==> config.mk <==
export PLATFORM = sky130hd
export DESIGN_NAME = aes32_slice_unit
export DESIGN_NICKNAME = d
export VERILOG_FILES = /design/src/rtl/aes32_slice_pkg.sv /design/src/rtl/aes32_sbox.sv /design/src/rtl/aes32_mix_word.sv /design/src/rtl/aes32_lane_ops.sv /design/src/rtl/aes32_slice_unit.sv
export SDC_FILE = /design/constraint.sdc
export NUM_CORES = 1
export LEC_CHECK = 0
export CAP_MARGIN = 20
export CORE_MARGIN = 5
export CORE_UTILIZATION = 45
export CTS_CLUSTER_SIZE = 30
export DETAILED_ROUTE_END_ITERATION = 10
export PLACE_DENSITY = 0.74
export SYNTH_ARGS = -nofsm -noshare
export SYNTH_HDL_FRONTEND = slang
export SYNTH_HIERARCHICAL = 1
export SYNTH_SLANG_ARGS = --single-unit
==> constraint.sdc <==
create_clock -name clk -period 37.4 [get_ports clk]
set_input_delay 5.61 -clock clk [delete_from_list [all_inputs] [get_ports clk]]
set_output_delay 5.61 -clock clk [all_outputs]
set_load 0.02 [all_outputs]
==> src/rtl/aes32_slice_pkg.sv <==
package aes32_slice_pkg;
  localparam int WORD_W = 32;
  localparam int LANE_W = 8;
  localparam int LANES  = WORD_W / LANE_W;
  localparam int SEL_W  = $clog2(LANES);

  typedef enum logic [1:0] {
    OP_ENC     = 2'b00,
    OP_ENC_MIX = 2'b01,
    OP_DEC     = 2'b10,
    OP_DEC_MIX = 2'b11
  } slice_op_e;

  function automatic logic [7:0] gf_x2(input logic [7:0] a);
    return {a[6:0], 1'b0} ^ (a[7] ? 8'h1b : 8'h00);
  endfunction

  // product with a small constant: one xtime stage per constant bit
  function automatic logic [7:0] gf_kmul(input logic [7:0] a, input logic [3:0] k);
    logic [7:0] acc, t;
    acc = '0;
    t   = a;
    for (int i = 0; i < 4; i++) begin
      if (k[i]) acc = acc ^ t;
      t = gf_x2(t);
    end
    return acc;
  endfunction

  function automatic logic [7:0] gf_mul(input logic [7:0] a, input logic [7:0] b);
    logic [7:0] acc, t;
    acc = '0;
    t   = a;
    for (int i = 0; i < 8; i++) begin
      if (b[i]) acc = acc ^ t;
      t = gf_x2(t);
    end
    return acc;
  endfunction

  // a^254 gives the multiplicative inverse, with 0 mapped to 0
  function automatic logic [7:0] gf_inv(input logic [7:0] a);
    logic [7:0] r, base;
    logic [7:0] e;
    r    = 8'h01;
    base = a;
    e    = 8'd254;
    for (int i = 0; i < 8; i++) begin
      if (e[i]) r = gf_mul(r, base);
      base = gf_mul(base, base);
    end
    return r;
  endfunction

  function automatic logic [7:0] rol8(input logic [7:0] a, input int n);
    return (a << n) | (a >> (8 - n));
  endfunction

  function automatic logic [7:0] affine_fwd(input logic [7:0] a);
    return a ^ rol8(a, 1) ^ rol8(a, 2) ^ rol8(a, 3) ^ rol8(a, 4) ^ 8'h63;
  endfunction

  function automatic logic [7:0] affine_inv(input logic [7:0] a);
    return rol8(a, 1) ^ rol8(a, 3) ^ rol8(a, 6) ^ 8'h05;
  endfunction
endpackage

==> src/rtl/aes32_sbox.sv <==
module aes32_sbox
  import aes32_slice_pkg::*;
(
  input  logic       inv,
  input  logic [7:0] din,
  output logic [7:0] dout
);
  logic [7:0] pre, recip;

  // one shared inverter; the affine maps sit on either side of it
  always_comb begin
    pre   = inv ? affine_inv(din) : din;
    recip = gf_inv(pre);
    dout  = inv ? recip : affine_fwd(recip);
  end
endmodule

==> src/rtl/aes32_mix_word.sv <==
module aes32_mix_word
  import aes32_slice_pkg::*;
(
  input  logic              inv,
  input  logic              mix_en,
  input  logic [7:0]        s,
  output logic [WORD_W-1:0] word
);
  always_comb begin
    if (!mix_en)
      word = {{(WORD_W-LANE_W){1'b0}}, s};
    else if (inv)
      word = {gf_kmul(s, 4'hb), gf_kmul(s, 4'hd), gf_kmul(s, 4'h9), gf_kmul(s, 4'he)};
    else
      word = {gf_kmul(s, 4'h3), s, s, gf_kmul(s, 4'h2)};
  end
endmodule

==> src/rtl/aes32_lane_ops.sv <==
module aes32_lane_ops
  import aes32_slice_pkg::*;
(
  input  logic [SEL_W-1:0]  sel,
  input  logic [WORD_W-1:0] src,
  input  logic [WORD_W-1:0] word,
  output logic [LANE_W-1:0] picked,
  output logic [WORD_W-1:0] rotated
);
  assign picked = src[sel*LANE_W +: LANE_W];

  // output lane j takes word lane (j - sel) mod LANES: a left rotation by whole lanes
  for (genvar j = 0; j < LANES; j++) begin : g_lane
    logic [SEL_W-1:0] from_lane;
    assign from_lane = SEL_W'(j) - sel;
    assign rotated[j*LANE_W +: LANE_W] = word[from_lane*LANE_W +: LANE_W];
  end
endmodule

==> src/rtl/aes32_slice_unit.sv <==
module aes32_slice_unit
  import aes32_slice_pkg::*;
#(
  parameter int XLEN = 64
) (
  input  logic             clk,
  input  logic             rst,
  input  logic             in_valid,
  output logic             in_ready,
  input  logic [31:0]      in_rs1,
  input  logic [31:0]      in_rs2,
  input  logic [1:0]       in_bsel,
  input  logic [1:0]       in_op,
  output logic             out_valid,
  input  logic             out_ready,
  output logic [XLEN-1:0]  out_result
);
  localparam int EXT_W = XLEN - WORD_W;

  slice_op_e         op;
  logic [LANE_W-1:0] byte_in, byte_sub;
  logic [WORD_W-1:0] mix_w, rot_w, ans;
  logic [XLEN-1:0]   ans_ext;
  logic              take;

  assign op = slice_op_e'(in_op);

  aes32_lane_ops lanes_i (
    .sel     (in_bsel),
    .src     (in_rs2),
    .word    (mix_w),
    .picked  (byte_in),
    .rotated (rot_w)
  );

  aes32_sbox sbox_i (
    .inv  (op == OP_DEC || op == OP_DEC_MIX),
    .din  (byte_in),
    .dout (byte_sub)
  );

  aes32_mix_word mix_i (
    .inv    (op == OP_DEC_MIX),
    .mix_en (op == OP_ENC_MIX || op == OP_DEC_MIX),
    .s      (byte_sub),
    .word   (mix_w)
  );

  assign ans = rot_w ^ in_rs1;

  if (EXT_W > 0) begin : g_sext
    assign ans_ext = {{EXT_W{ans[WORD_W-1]}}, ans};
  end else begin : g_nosext
    assign ans_ext = ans;
  end

  assign in_ready = !out_valid || out_ready;
  assign take     = in_valid && in_ready;

  always_ff @(posedge clk) begin
    if (rst) begin
      out_valid <= 1'b0;
    end else if (take) begin
      out_valid <= 1'b1;
    end else if (out_ready) begin
      out_valid <= 1'b0;
    end
  end

  always_ff @(posedge clk) begin
    if (take) out_result <= ans_ext;
  end
endmodule

==> results of run 1 <==
==> area by class of cell <==
type | instances | area share, %
Multi-Input combinational cell | 2143 | 82.4
Timing Repair Buffer | 202 | 8.57
Sequential cell | 33 | 4.56
Tap cell | 592 | 3.44
Clock buffer | 8 | 0.634
Inverter | 25 | 0.436
==> sequential cells by signal, summed over array words and instances, names as in the netlist <==
register and count:
out_result 32, out_valid 1
==> worst max-delay path: cells and delay by family <==
family          cells  cell delay [ps]
fa+ha+maj           3             1240
buf+inv             6             1870
simple gates       13             3590
xor+xnor           24             9210
mux                 8             2970
compound gates     14             4040
==> through the flow <==
stage / worst slack [ps] / cell area (um2) / util (%) / std cells / hold WS, ps
floorplan: 13080 / 19800 / - / 2408 / 620
global placement: 9670 / 21400 / 48.6 / 2993 / 490
detailed placement: 8920 / 21400 / 48.6 / 2993 / 500
CTS: 9170 / 21500 / 49.0 / 3001 / 508
global route: 7470 / 21500 / 49.0 / 3003 / 521
finish: 8810 / 21500 / 49.0 / 3003 / 505
==> synthesized netlist by cell type, drive strengths merged (18+ instances only) <==
cell type,instances
edfxtp,32
o21ai,68
o31ai,20
nor2,314
a21oi,124
o211ai,19
nor4,18
nand3,46
o22ai,32
and2,33
mux2i,75
xnor3,84
a211oi,23
nor3,60
a22oi,22
xor3,30
mux4,41
a31oi,23
inv,23
buf,111
xnor2,401
mux2,25
xor2,193
nand2b,23
nand2,235
clkbuf,96
==> cells by family (layout without fill, tap and decap cells) <==
group | count (synthesis) | count (layout) | synth area share (%)
buffers and inverters | 232 | 235 | 6.11
multiplexers | 141 | 141 | 10.1
adder cells (fa/ha/maj) | 7 | 7 | 0.442
AO/OA/AOI/OAI | 471 | 471 | 16.7
XOR/XNOR | 708 | 708 | 43.0
AND/OR/NAND/NOR | 816 | 816 | 18.7
flip-flops | 33 | 33 | 4.95
==> final timing paths <==
kind,from,end,slack (ps),depth (start not counted)
hold / removal,out_valid$_SDFFE_PP0P_,out_valid$_SDFFE_PP0P_,500,2
hold reg to reg,out_valid$_SDFFE_PP0P_,out_valid$_SDFFE_PP0P_,500,2
setup reg to reg,out_valid$_SDFFE_PP0P_,out_result[31]$_DFFE_PP_,36220,2
setup / recovery,in_bsel[0],out_result[6]$_DFFE_PP_,8810,68
==> routing by layer <==
layer / global-route usage [%] / vias to the layer above / part of all wire [%]
met3: 1.33 / 133 / 6.6
met1: 29.4 / 8697 / 42
met5: 0 / - / 0
met2: 38.1 / 825 / 48
met4: 7.41 / 0 / 3.0
li1: - / 8491 / -
==> results.ini, run 1 <==
[cts]
insertion_delay_ps=280
cts_tree=yes
cts_inserted_buffers=5
ctsHoldBuffers=0
cts_buffer_depth=2
path_clk_slew_ps=50
root_buffer=clkbuf_16
htree_levels=2
cts.sinks=33
cts_resized=0
cts_setup_buffers=0

[global_routing]
grt_pass1_vias=17400
antenna_found_initial=0
grt_use_total_pct=22.0
grt_pass1_wl_um=90200
grt_overflow=0
grt_max_degree=41

[logic_synthesis]
syn_inst=2408
synth_area_leader_cell=xnor2_1
avgSynthCellArea_um2=8.24
async_flop_share_pct=0
yosysSeqAreaShare_pct=4.95
ys_ff_latch=33
ys_warn_count=6
synthTopCellsByArea=xnor2_1, xnor3_1, xor2_1
synth_edf_count=32
synth_flop_cell=edfxtp_1
ys_types=119
syn_nets=2487
synthesis.area_um2=19800
yosysTopAreaCellShare_pct=15.3

[worst_hold_path]
hold_path_class=flip-flop to flip-flop

[placed_design]
place_congestion=0.919
post-dp-hpwl_um=41800
portBuffers=137

[timing]
fin_crit_sh_pct=76.4
rsz0062_at_grt=no
tightest_slew_ps=1090
max_freq_mhz=35.0
maxSlewViolCount=0
fin_skew_ps=1.63
setup_viol=0
finalHoldViolations=0
fin_crit_ps=28590
setup_tns_ps=0
relSlewSlack_pct=26.9

[job]
maxCapViolations=0

[die]
io_pins=138
placementRows=77
coreArea_um2=43900
start_util_pct=45.1
fp.dieH_um=220
dieArea_um2=48400
die_w_um=220

[finish]
seqCellArea_um2=981
multi_input_area_um2=17700
final_cell_mix=xnor2_1, nor2_1, nand2_1
layout_commonest_cell=xnor2_1
fillCellCount=4198
nNetsFinal=2489
antennaDiodeCount=0
drive_gt1_share_pct=11.2
syn2layout_area_growth_pct=8.50

[critical_path]
path_class=input port to flip-flop
crit_path_max_incr_delay_ps=850
cp_slowest_cell=xor2_1
crit_required_ps=37430
critPathCaptureType=flip-flop
cp_max_fo=40
crit_arrival_ps=28620
critPathLaunchType=input port

[detailed_routing]
ant_nets=0
drt-total-wl_um=55700
drc_errors=0
vias_per_cell=6.04
first_iter_violations=1673
firstDrtPassIters=5
via_count=18100
routedWlPerCell_um=18.6

[outcome]
status=complete, no violations

Power of run 1 is not shown: default switching activity piles up to over one toggle a cycle in this logic, so the estimate is an artifact.
==> inputs of run 2 (changes only) <==
PLACE_DENSITY = 0.76   (was 0.74)
clock period = 24.1 ns   (was 37.4 ns; I/O delays follow)
==> results.ini, run 2 (synthesized netlist as in run 1, its figures left out) <==
[finish]
syn2layout_area_growth_pct=11.6
final_cell_mix=xnor2_1, nor2_1, nand2_1
nNetsFinal=2539
final_cells=3053
top_register=out_result
reg.largest.list=out_result (32), out_valid (1)
drive_gt1_share_pct=14.3
layout_commonest_cell=xnor2_1
antennaDiodeCount=0
largest_reg_flops=32
fillCellCount=4157

[outcome]
status=complete, no violations

[cts]
root_buffer=clkbuf_16
cts_buffer_depth=2
cts_tree=yes
cts_inserted_buffers=5
ctsHoldBuffers=0
cts.sinks=33
insertion_delay_ps=270
htree_levels=2
path_clk_slew_ps=50

[die]
start_util_pct=45.1
die_w_um=220
dieArea_um2=48400
io_pins=138
fp.dieH_um=220
coreArea_um2=43900
placementRows=77

[timing]
maxSlewViolCount=0
tightest_slew_ps=1000
relSlewSlack_pct=32.6
max_freq_mhz=43.2
finalHoldViolations=0
setup_viol=0
fin_crit_ps=23170
fin_crit_sh_pct=96.1
fin_skew_ps=4.66

[critical_path]
startpoint=in_rs2[30]
cp_slowest_cell=mux4_2
path_class=input port to flip-flop
critPathCaptureType=flip-flop
crit_path_max_incr_delay_ps=680
cp_max_fo=17
r2r-start=out_valid$_SDFFE_PP0P_
crit_required_ps=24120
critPathLaunchType=input port
cp_common_cell=xnor2_2
crit_arrival_ps=23190

[detailed_routing]
routedWlPerCell_um=18.8
drc_errors=0
via_count=18300
drt-total-wl_um=57400
firstDrtPassIters=8
first_iter_violations=2042
ant_nets=0
vias_per_cell=6.00

[worst_hold_path]
hold_start=out_valid$_SDFFE_PP0P_
hold_path_class=flip-flop to flip-flop

[global_routing]
grt_pass1_wl_um=90900
antenna_found_initial=1
grt_max_degree=40
grt_overflow=0
grt_use_total_pct=22.3
grt_pass1_vias=17400

[placed_design]
portBuffers=137
dp.cells=3035
post-dp-hpwl_um=43400
place_congestion=0.944

[job]
maxCapViolations=0

-- run 2: cell types whose count changed in the layout (fill, tap and decap cells not counted), moves of 4 or more --
| cell | before | now |
|---|---|---|
| buf_4 | 65 | 114 |
| xnor2_1 | 339 | 330 |
| xnor2_4 | 15 | 20 |
| xnor2_2 | 47 | 51 |
| xnor3_1 | 77 | 73 |
-- run 2: final timing paths --
check	end	depth (start not counted)	slack, ps
max	out_result[22]$_DFFE_PP_	67	930
min	out_valid$_SDFFE_PP0P_	2	510
max reg2reg	out_result[31]$_DFFE_PP_	2	22910
min reg2reg	out_valid$_SDFFE_PP0P_	2	510
-- run 2: area by class of cell --
class / count / area [um2] / share of cell area (%)
Clock buffer: 5 / 125 / 0.565
Clock inverter: 3 / 17.5 / 0.0791
Inverter: 25 / 93.8 / 0.424
Multi-Input combinational cell: 2143 / 17900 / 81.1
Sequential cell: 33 / 981 / 4.43
Tap cell: 592 / 741 / 3.35
Timing Repair Buffer: 252 / 2230 / 10.1
-- run 2: layer usage --
metal | up-vias | GRT usage (%) | part of all wire (%)
met5 | - | 0 | 0
li1 | 8587 | - | -
met4 | 0 | 5.12 | 2.0
met3 | 113 | 2.10 | 7.6
met2 | 831 | 39.6 | 49
met1 | 8792 | 29.3 | 41
-- run 2: timing repair --
item / 4_1_cts / 5_1_grt
setup endpoints to repair: 0 / 32
buffers inserted: 0 / 9
gates resized for setup: 0 / 39
-- run 2: stage by stage --
step | setup TNS [ps] | worst slack [ps] | cell area, um2 | hold WS, ps | util, %
finish | 0 | 932 | 22100 | 509 | 50.4
global route | -5.38 | -5.38 | 22100 | 529 | 50.4
CTS | 0 | 228 | 21800 | 512 | 49.7
detailed placement | 0 | 28.2 | 21700 | 503 | 49.4
global placement | 0 | 439 | 21700 | 495 | 49.4
floorplan | 0 | 1780 | 19800 | 620 | -
-- run 2: critical path, delay by kind of cell --
family,cells,cell delay [ps]
compound gates,8,1560
xor+xnor,32,10940
fa+ha+maj,2,820
buf+inv,6,1360
mux,6,2070
simple gates,13,2760
Power of run 2 is left out for the same reason.
